<file path="config.mk">
export PLATFORM = sky130hd
export DESIGN_NAME = ipi_cmd_unit
export DESIGN_NICKNAME = d
export VERILOG_FILES = /design/src/rtl/ipi_pkg.sv /design/src/rtl/ipi_cfg_regs.sv /design/src/rtl/ipi_launch.sv /design/src/rtl/ipi_cmd_unit.sv
export SDC_FILE = /design/constraint.sdc
export NUM_CORES = 1
export LEC_CHECK = 0
export CORE_ASPECT_RATIO = 1.4
export CORE_MARGIN = 2
export CORE_UTILIZATION = 56
export DETAILED_ROUTE_END_ITERATION = 12
export DONT_BUFFER_PORTS = 1
export PLACE_DENSITY = 0.74
export SKIP_LAST_GASP = 1
export SLEW_MARGIN = 20
export SYNTH_ARGS = -nofsm -noshare
export SYNTH_HDL_FRONTEND = slang
export SYNTH_SLANG_ARGS = --single-unit
</file>
<file path="constraint.sdc">
create_clock -name clk -period 1.2 [get_ports clk]
set_input_delay 0 -clock clk [delete_from_list [all_inputs] [get_ports clk]]
set_output_delay 0 -clock clk [all_outputs]
set_load 0.005 [all_outputs]
</file>
<file path="src/rtl/ipi_pkg.sv">
package ipi_pkg;
    localparam int ADDR_W = 12;
    localparam int DATA_W = 32;
    localparam int ID_W   = 8;
    localparam int VEC_W  = 8;

    localparam logic [ADDR_W-1:0] OFF_ID   = 12'h020;
    localparam logic [ADDR_W-1:0] OFF_EOI  = 12'h0B0;
    localparam logic [ADDR_W-1:0] OFF_SPUR = 12'h0F0;
    localparam logic [ADDR_W-1:0] OFF_LO   = 12'h300;
    localparam logic [ADDR_W-1:0] OFF_HI   = 12'h310;

    // Command fields as software writes them in the low word
    typedef struct packed {
        logic [VEC_W-1:0] vector;
        logic [2:0]       mode;
        logic             logical;
        logic             level;
        logic             trigger;
        logic [1:0]       short;
    } ipi_cmd_t;

    typedef struct packed {
        ipi_cmd_t        cmd;
        logic [ID_W-1:0] dest;
    } ipi_msg_t;

    function automatic ipi_cmd_t unpack_lo(input logic [DATA_W-1:0] w);
        ipi_cmd_t c;
        c.vector  = w[7:0];
        c.mode    = w[10:8];
        c.logical = w[11];
        c.level   = w[14];
        c.trigger = w[15];
        c.short   = w[19:18];
        return c;
    endfunction

    function automatic logic [DATA_W-1:0] pack_lo(input ipi_cmd_t c, input logic busy);
        return {12'd0, c.short, 2'd0, c.trigger, c.level, 1'b0, busy,
                c.logical, c.mode, c.vector};
    endfunction
endpackage

</file>
<file path="src/rtl/ipi_cfg_regs.sv">
module ipi_cfg_regs
    import ipi_pkg::*;
#(
    parameter logic [VEC_W-1:0] SPUR_RST = 8'hFF
) (
    input  logic              clk,
    input  logic              rst_n,
    input  logic              wr_id,
    input  logic              wr_spur,
    input  logic              wr_hi,
    input  logic              wr_eoi,
    input  logic [DATA_W-1:0] wdata,
    output logic [ID_W-1:0]   local_id,
    output logic              enable,
    output logic [VEC_W-1:0]  spur_vec,
    output logic [ID_W-1:0]   dest,
    output logic              eoi_pulse
);
    typedef struct packed {
        logic [ID_W-1:0]  id;
        logic             en;
        logic [VEC_W-1:0] spur;
        logic [ID_W-1:0]  dest;
        logic             eoi;
    } cfg_t;

    cfg_t st_d, st_q;

    always_comb begin
        st_d     = st_q;
        st_d.eoi = wr_eoi;
        if (wr_id)   st_d.id   = wdata[DATA_W-1 -: ID_W];
        if (wr_hi)   st_d.dest = wdata[DATA_W-1 -: ID_W];
        if (wr_spur) begin
            st_d.en   = wdata[VEC_W];
            st_d.spur = wdata[VEC_W-1:0];
        end
    end

    always_ff @(posedge clk or negedge rst_n) begin
        if (!rst_n) begin
            st_q      <= '0;
            st_q.spur <= SPUR_RST;
        end else begin
            st_q <= st_d;
        end
    end

    assign local_id  = st_q.id;
    assign enable    = st_q.en;
    assign spur_vec  = st_q.spur;
    assign dest      = st_q.dest;
    assign eoi_pulse = st_q.eoi;
endmodule

</file>
<file path="src/rtl/ipi_launch.sv">
module ipi_launch
    import ipi_pkg::*;
(
    input  logic              clk,
    input  logic              rst_n,
    input  logic              wr_lo,
    input  logic [DATA_W-1:0] wdata,
    input  logic              enable,
    input  logic [ID_W-1:0]   dest_in,
    input  logic              msg_ready,
    output ipi_cmd_t          cmd,
    output ipi_msg_t          msg,
    output logic              busy
);
    typedef struct packed {
        ipi_cmd_t        cmd;
        logic [ID_W-1:0] dest;
        logic            busy;
    } launch_t;

    launch_t st_d, st_q;

    always_comb begin
        st_d = st_q;
        // acceptance and a new write seen in one cycle: the write is dropped
        if (st_q.busy) begin
            if (msg_ready) st_d.busy = 1'b0;
        end else if (wr_lo && enable) begin
            st_d.cmd  = unpack_lo(wdata);
            st_d.dest = dest_in;
            st_d.busy = 1'b1;
        end
    end

    always_ff @(posedge clk or negedge rst_n) begin
        if (!rst_n) st_q <= '0;
        else        st_q <= st_d;
    end

    assign cmd      = st_q.cmd;
    assign msg.cmd  = st_q.cmd;
    assign msg.dest = st_q.dest;
    assign busy     = st_q.busy;
endmodule

</file>
<file path="src/rtl/ipi_cmd_unit.sv">
module ipi_cmd_unit
    import ipi_pkg::*;
#(
    parameter logic [VEC_W-1:0] SPUR_RST = 8'hFF
) (
    input  logic              clk,
    input  logic              rst_n,
    input  logic              reg_wr,
    input  logic [ADDR_W-1:0] reg_addr,
    input  logic [DATA_W-1:0] reg_wdata,
    output logic [DATA_W-1:0] reg_rdata,
    output logic              msg_valid,
    input  logic              msg_ready,
    output logic [VEC_W-1:0]  msg_vector,
    output logic [2:0]        msg_mode,
    output logic              msg_logical,
    output logic              msg_level,
    output logic              msg_trigger,
    output logic [1:0]        msg_short,
    output logic [ID_W-1:0]   msg_dest,
    output logic              eoi_pulse
);
    localparam int PAD_ID = DATA_W - ID_W;
    localparam int PAD_SP = DATA_W - VEC_W - 1;

    logic            cfg_en;
    logic [ID_W-1:0] cfg_id, cfg_dest;
    logic [VEC_W-1:0] cfg_spur;
    ipi_cmd_t        lo_cmd;
    ipi_msg_t        out_msg;
    logic            lo_busy;

    logic wr_id, wr_spur, wr_hi, wr_eoi, wr_lo;
    assign wr_id   = reg_wr && (reg_addr == OFF_ID);
    assign wr_spur = reg_wr && (reg_addr == OFF_SPUR);
    assign wr_hi   = reg_wr && (reg_addr == OFF_HI);
    assign wr_eoi  = reg_wr && (reg_addr == OFF_EOI);
    assign wr_lo   = reg_wr && (reg_addr == OFF_LO);

    ipi_cfg_regs #(.SPUR_RST(SPUR_RST)) u_cfg (
        .clk(clk), .rst_n(rst_n),
        .wr_id(wr_id), .wr_spur(wr_spur), .wr_hi(wr_hi), .wr_eoi(wr_eoi),
        .wdata(reg_wdata),
        .local_id(cfg_id), .enable(cfg_en), .spur_vec(cfg_spur),
        .dest(cfg_dest), .eoi_pulse(eoi_pulse)
    );

    ipi_launch u_launch (
        .clk(clk), .rst_n(rst_n),
        .wr_lo(wr_lo), .wdata(reg_wdata), .enable(cfg_en),
        .dest_in(cfg_dest), .msg_ready(msg_ready),
        .cmd(lo_cmd), .msg(out_msg), .busy(lo_busy)
    );

    always_comb begin
        unique case (reg_addr)
            OFF_ID:   reg_rdata = {cfg_id, {PAD_ID{1'b0}}};
            OFF_SPUR: reg_rdata = {{PAD_SP{1'b0}}, cfg_en, cfg_spur};
            OFF_HI:   reg_rdata = {cfg_dest, {PAD_ID{1'b0}}};
            OFF_LO:   reg_rdata = pack_lo(lo_cmd, lo_busy);
            default:  reg_rdata = '0;
        endcase
    end

    assign msg_valid   = lo_busy;
    assign msg_vector  = out_msg.cmd.vector;
    assign msg_mode    = out_msg.cmd.mode;
    assign msg_logical = out_msg.cmd.logical;
    assign msg_level   = out_msg.cmd.level;
    assign msg_trigger = out_msg.cmd.trigger;
    assign msg_short   = out_msg.cmd.short;
    assign msg_dest    = out_msg.dest;
endmodule

</file>
==> flow_results.org, run 1 <==
** Yosys
- Ys flop type :: dfrtp_1
- In this run, distinct cell masters in the synthesized netlist total 27.
- After synthesis, the cell types taking the most area are dfrtp_1 (43%), mux2_1 (14%), mux2_4 (12%).
- Cell area after synthesis :: around 2500 um^2
- For this run, the number of Yosys warnings is 0.
- Sequential cells were found to cover about half of the synthesized design area.
- Most frequent cells after synthesis :: dfrtp_1 (43), mux2_1 (30), mux2_4 (19), nor2_1 (19), a22oi_1 (17)
- Number of enable-type register cells in the synthesized netlist :: 0
- Summed over all instances, the cell type with the most area after synthesis is dfrtp_1.
- Summed over its instances, the top area cell type makes up 43.4% of the synthesized netlist area.
- Count leader, synth :: dfrtp_1
- In this run the mean area of a mapped cell was around 14 um^2.
- Ys async rst share :: 100%
- Number of flip-flops and latches in the synthesized netlist :: 51
- Syn Inst Count :: 181

** Clock network
- The H-tree was split into 2 levels.
- Clock-pin slew was measured on the worst setup and hold paths at ~0.10 ns.
- Post-CTS timing repair inserted 0 buffers for setup.
- The clock net in this run drives a total of 51 sinks.
- Clock latency on the worst-skew pair, taken at its later pin, is about 0.31 ns.
- Buffers from clock root to sink, at most :: 2
- TritonCTS built the clock tree.
- Inserted Clock Buffers :: 5
- Buffer type at the clock tree root :: clkbuf_8

** Outcome
- The run finished, with violations left.
- Violations in the final reports :: negative setup slack

** Setup path
- STA classifies the critical path startpoint as a flop.
- Of all nets on the critical path, the largest fanout is 18.
- Traced cell by cell, the critical path runs through and4b_2 > buf_12 > mux2_1.
- On the worst path, the slowest cell contributes a delay of approximately 0.38 ns.
- By startpoint and endpoint, the worst setup path is classified as reg -> reg.
- The worst setup path is captured at a flop.
- Data arrives at the worst endpoint at between 1.5 and 2 ns.
- STA puts the critical path data required time at 1.40 ns.
- Crit path max-delay cell type :: dfrtp_1

** Die
- In this run the standard cell core region covers approximately 4200 um^2.
- During I/O placement, the number of pins put on the boundary was 106.
- Full die area :: 4980 um^2
- The die is 82.7 um tall.
- Initial standard-cell utilization of the core :: about three fifths
- Standard-cell row count :: 28
- The floorplan step set the die width to about 60 um.

** Drt
- Dividing the detail-routed via count by the number of cells gives 5.62.
- In the routed design, unresolved DRC markers number 0.
- Dividing the detail-routed wire length by the instance count gives just under 20 um.
- In this run, the number of DRC markers left after iteration 0 of detailed routing was 66.
- The routed layout has 1595 vias.
- Detailed-router iteration count before antenna repair :: 4
- In this run the remaining antenna-violating nets after routing total 0.
- Total wire length after detailed routing :: 5.60 mm

** Global routing
- Overall overflow remaining after global route :: 0
- Entering global routing, the biggest net connects 52 pins.
- Aggregate global-route resource usage :: about a quarter
- Number of antenna violations at the first check in global routing :: 0
- The number of global-route vias before repair was 1714.
- Global-route wire length before repair :: about 9 mm

** Placement
- Cell area reported after detailed placement :: 2730 um^2
- In this run the tool buffered the top-level ports with 0 buffer cells.
- At the placement stage, the worst setup path has a slack of -0.280 ns.
- Post-DP HPWL :: 3.99 mm
- Routability-driven placement finished with a final weighted congestion of 0.728.

** STA
- Final critical-path share of the clock period :: 111%
- Setup violations remaining at the end of the flow were counted as 24.
- The final number of max-transition violations came to 0.
- Across all setup checks in the final design, the least slack found is -0.128 ns.
- Post-layout minimum cycle time :: 1.33 ns
- Setup repair after global routing could not meet its margin everywhere.
- Based on the critical path, the design can be clocked at up to 0.753 GHz.
- After routing, the total negative slack on setup checks comes to -2.46 ns.
- Clock skew on the completed layout was measured at 0.0130 ns.
- Hold Fails Final Rpt :: 0

** Layout
- In the final design database the tool counted 271 nets.
- The post-route netlist has between 30% and 40% of its cells at a drive strength greater than 1.
- The number of antenna diodes in the final layout is 0.
- Filler Cell Count :: 283
- Area taken by flip-flops and latches :: 1290 um^2
- Compared with the post-synthesis result, the final layout area differs by 26.2%.
- Cells fill 73.8% of the core in the end.
- In the final layout, the multi-input gates occupy 1210 um^2.
- Design area :: 3130 um^2

** Power and ir drop
- Maximum ir drop on the vdd rail :: 803 uV
- Dividing total power by cell area gives a power density of 925 nW/um^2.
- For this design the static power due to leakage is 0.00140 uW.

** Run
- Max capacitance violation total :: 0

** Min path
- The min-delay analysis places its worst path in the category in -> reg.
==> where the power goes <==
| group | leakage [uW] | switching [uW] | internal, uW | total (uW) |
|---|---|---|---|---|
| Sequential | 0.000683 | 2.55 | 1720 | 1730 |
| Clock | 0.0000418 | 574 | 420 | 993 |
| Combinational | 0.000671 | 76.4 | 98.2 | 175 |
==> cell type report <==
class | instances | share of cell area, %
Timing Repair Buffer | 45 | 14.9
Clock buffer | 6 | 2.32
Multi-Input combinational cell | 119 | 38.6
Inverter | 1 | 0.120
Sequential cell | 51 | 41.1
Tap cell | 60 | 2.40
Clock inverter | 2 | 0.520
==> through the flow <==
step,total power [uW],hold slack (ns),instances
4_1_cts,2940,0.141,284
2_1_floorplan,1810,-0.296,187
6_report,2890,0.155,284
3_3_place_gp,1800,-0.295,247
3_5_place_dp,1810,-0.295,247
5_1_grt,3030,0.137,284
==> path summary, 6_finish.rpt <==
check                                              start                             to  slack, ns  depth (start not counted)
setup reg to reg                 u_launch.busy$_DFF_PN0_    u_launch.cmd[1]$_DFFE_PN0P_      -0.13                          3
hold reg to reg            u_cfg.local_id[2]$_DFFE_PN0P_  u_cfg.local_id[2]$_DFFE_PN0P_       0.52                          1
hold / removal                                    reg_wr  u_cfg.spur_vec[0]$_DFFE_PN1P_       0.15                          2
min in group asynchronous                          rst_n   u_launch.cmd[13]$_DFFE_PN0P_       0.19                          2
max in group asynchronous                          rst_n  u_cfg.spur_vec[2]$_DFFE_PN1P_       0.72                          2
setup / recovery                 u_launch.busy$_DFF_PN0_    u_launch.cmd[1]$_DFFE_PN0P_      -0.13                          3
==> layer usage <==
metal	routed length [um]	vias to the layer above	part of all wire (%)	global-route usage, %
met5	0	-	0	0
met4	124	0	2.2	10.4
met1	2190	798	39	30.1
met3	308	13	5.5	5.92
met2	2980	67	53	40.3
li1	-	717	-	-
==> sequential cells by signal, summed over array words and instances (netlist names) <==
register,cells
u_launch.msg,8
u_cfg.local_id,8
u_cfg.dest,8
u_launch.busy,1
u_cfg.spur_vec,8
u_cfg.eoi_pulse,1
u_cfg.enable,1
u_launch.cmd,16
==> cells in the final DEF (no fill, tap or decap), types with 2 or more instances in the layout <==
cell type,netlist,final
conb_1,1,7
dlygate4sd3_1,0,28
a22oi_1,17,17
and2_1,9,8
and4_1,2,2
nand2_1,2,2
dfstp_2,8,8
dfrtp_1,43,43
clkbuf_8,0,5
and3_1,3,2
nor2_1,19,19
nor3b_4,0,2
mux2_1,30,5
mux2_4,19,44
buf_12,2,3
buf_4,11,13
==> worst max-delay path, delay by kind of cell (launching register included) <==
kind	cells	cell delay [ns]
DFF	1	0.38
muxes	1	0.34
and+or+nand+nor	1	0.32
buffers and inverters	1	0.19
==> cells by family after synthesis <==
kind of cell    synth area share (%)
flops                           51.9
mux                             25.1
simple gates                    11.5
compound gates                  5.45
buf+inv                         5.91
other cells                    0.151
==> repair_timing <==
item                                    4_1_cts  5_1_grt
hold buffers                                 29        0
endpoints found under the setup margin       24       25
resized for setup                             0        1
endpoints found under the hold margin        94        0
No activity file was read; power rests on OpenSTA's default activity.
==> run 2, diff against run 1 <==
PLACE_DENSITY = 0.82   (was 0.74)
==> run 2 against run 1 <==
Compared with the run above: the run ends with negative hold slack, negative setup slack left; worst hold slack got worse by 0.76 ns; clock power down 8.1%; critical path depth did not move; routed wire length decreased by 2.5%; setup slack lost 0.043 ns; first-iteration DRC count is 21% lower; design area shrank 1.4%; global-route usage fell by 1.9 points.
==> flow_results.org, run 2 (synthesis gave the netlist of run 1 again) <==
** Die
- The die width is 60.2 um (unchanged).
- The number of rows in the core area was 28 (unchanged).
- The initial core utilization is 58.5% (unchanged).
- The total core area was 4240 um^2 (unchanged).
- Die span in y :: 82.7 um (unchanged)
- The area of the die is 4980 um^2 (unchanged).
- The number of I/O pins was 106 (unchanged).

** Drt
- The routed wire length came to 5.46 mm (-2.5%).
- The wire length per cell after detailed routing came to 19.5 um (-1.1%).
- The residual DRC count came to 0 (unchanged).
- Routed via count :: 1597 (+0.13%)
- The average vias per placed instance was 5.70 (+1.6%).
- The remaining antenna violation count was 0 (unchanged).
- Iteration-0 DRC count of the detailed router :: 52 (-21%)
- Detailed-router iteration count before antenna repair :: 4 (unchanged)

** Setup path
- The arrival time at the worst endpoint is 1.55 ns (+0.02 ns).
- Traced cell by cell, the critical path runs through and4b_2 > buf_12 > mux2_1.
- The worst setup path is launched from a flop.
- RR Endpoint :: u_launch.cmd[9]$_DFFE_PN0P_
- CP max stage delay :: 0.39 ns (about the same)
- Startpoint-to-endpoint class of the critical path :: reg -> reg
- The worst register-to-register path begins at u_launch.busy$_DFF_PN0_.
- The maximum fanout along the worst path is 13 (-5).
- STA classifies the critical path endpoint as a flop.
- Delay-heaviest family, CP :: flip-flops
- Reg2reg path depth :: 3 (unchanged)
- The setup slack of the most critical reg-to-reg path is -0.17 ns (-0.04 ns).
- Critical path buffer and inverter count :: 1 (unchanged)
- Crit path max-delay cell type :: dfrtp_1
- CP Data Required Time :: 1.38 ns (-0.02 ns)

** Layout
- The total number of nets in the final design is 267 (-1.5%).
- Design area :: 3080 um^2 (-1.4%)
- The library cell used most frequently in the layout, excluding fill and tap cells, is mux2_4.
- Layout cell share with drive strength beyond 1 :: 36.4% (-1.6 points)
- Commonest non-fill, non-tap cells in the layout :: mux2_4 (44), dfrtp_1 (43), dlygate4sd3_1 (27), nor2_1 (19), a22oi_1 (17)
- Compared with the post-synthesis result, the final layout area differs by 24.4%.
- Filler Cell Count :: 273 (-3.5%)
- Number of diodes :: 0 (unchanged)
- The flip-flop count of the largest register, all copies and words added came to 16 (unchanged).

** STA
- The post-layout minimum cycle time was 1.37 ns (+0.0432 ns).
- Setup Viol. Count Final :: 24 (unchanged)
- The final hold slack is -0.607 ns (-0.762 ns).
- Setup ws final :: -0.171 ns (-0.0432 ns)
- The maximum frequency from static timing analysis was 0.729 GHz (-3.2%).
- The setup clock skew after layout is 0.00581 ns (-0.00714 ns).
- The total count of hold-check failures in the final report came to 51 (+51).
- Setup repair after global routing could not meet its margin everywhere.
- Final critical-path share of the clock period :: 114% (+3.6 points)
- The final number of max-transition violations was 0 (unchanged).

** Clock network
- Buffer type at the clock tree root :: clkbuf_8
- TritonCTS clock tree :: yes
- Inserted Clock Buffers :: 5 (unchanged)
- Clock tree sinks :: 51 (unchanged)
- Worst-Skew Late Latency :: 0.29 ns (-0.02 ns)
- The level count of the clock H-tree came to 2 (unchanged).
- The count of hold buffers inserted by post-cts repair came to 27 (-6.9%).
- The number of buffers between clock root and the deepest sink was 2 (unchanged).
- Clock-pin slew of the registers on the worst-case setup and hold paths :: 0.09 ns (about the same)

** Placement
- The final estimated routing congestion in global placement was 0.720 (-1.1%).
- Post-DP HPWL :: 3.83 mm (-4.0%)
- The total of buffers placed on input and output ports is 0 (unchanged).
- The post-placement cell area came to 2710 um^2 (-0.87%).

** Min path
- The tightest min-delay check is of the in -> async type.

** Global routing
- Largest net degree at the start of global routing :: 52 (unchanged)
- Global-route wire length before repair :: 8.38 mm (-5.8%)
- Via count of the first global-routing pass :: 1703 (-0.64%)
- The number of antenna violations at the first check in global routing was 0 (unchanged).
- The overall track demand over capacity in global routing was 22.5% (-1.9 points).
- The total overflow reported by the global router was 0 (unchanged).

** Run
- The number of max-cap violations came to 0 (unchanged).

** Power and ir drop
- Reported leakage power :: 0.00137 uW (-1.6%)
- The highest ir drop seen on vdd came to 956 uV (+19%).
- The power per cell area came to 897 nW/um^2 (-3.0%).
- Power consumption :: 2770 uW (-4.4%)

** Outcome
- Violations in the final reports :: negative hold slack, negative setup slack
- The run finished, with violations left.
[run 2: what timing repair did]
action	CTS	global route
endpoints found under the hold margin	94	51
setup endpoints to repair	24	24
gates cloned	0	1
gates resized for setup	0	1
setup buffers	0	0
[run 2: metrics by stage]
step | utilization (%) | setup TNS, ns | setup WS (ns) | instances
final | 72.7 | -3.60 | -0.171 | 280
after global routing | 72.7 | -4.71 | -0.219 | 280
after CTS | 72.1 | -3.91 | -0.200 | 279
after detailed placement | 63.8 | -8.71 | -0.314 | 244
after global placement | 63.8 | -6.58 | -0.238 | 244
after floorplan | - | -8.20 | -0.276 | 187
[run 2: how the worst max path moves through the flow]
stage | from | endpoint | slack, ns | cells past startpoint
6_report | u_launch.busy$_DFF_PN0_ | u_launch.cmd[9]$_DFFE_PN0P_ | -0.17 | 3
5_1_grt | u_launch.busy$_DFF_PN0_ | u_launch.msg[7]$_DFFE_PN0P_ | -0.22 | 3
4_1_cts | u_launch.busy$_DFF_PN0_ | u_launch.cmd[9]$_DFFE_PN0P_ | -0.20 | 3
3_5_place_dp | reg_addr[11] | u_launch.cmd[3]$_DFFE_PN0P_ | -0.31 | 5
3_3_place_gp | reg_addr[11] | u_launch.cmd[1]$_DFFE_PN0P_ | -0.24 | 5
2_1_floorplan | reg_addr[11] | u_launch.cmd[0]$_DFFE_PN0P_ | -0.28 | 7
[run 2: final cells by class]
cell class / instances / area, um^2 / area share (%)
Sequential cell: 51 / 1290 / 41.7
Multi-Input combinational cell: 119 / 1210 / 39.1
Timing Repair Buffer: 41 / 430 / 14.0
Clock buffer: 7 / 76.3 / 2.48
Tap cell: 60 / 75.1 / 2.44
Clock inverter: 1 / 5.00 / 0.162
Inverter: 1 / 3.75 / 0.122
[run 2: routing by layer]
layer	GRT usage (%)	wire (um)
met1	26.7	2130
met3	4.05	278
met5	0	0
met2	41.2	3010
met4	5.78	39
[run 2: power by group]
| part | internal [uW] | leakage [uW] | total [uW] | switching (uW) |
|---|---|---|---|---|
| combinational | 86.1 | 0.000648 | 128 | 42.3 |
| clock | 410 | 0.0000422 | 913 | 503 |
| sequential | 1720 | 0.000683 | 1730 | 2.61 |
| total | 2220 | 0.00137 | 2770 | 548 |
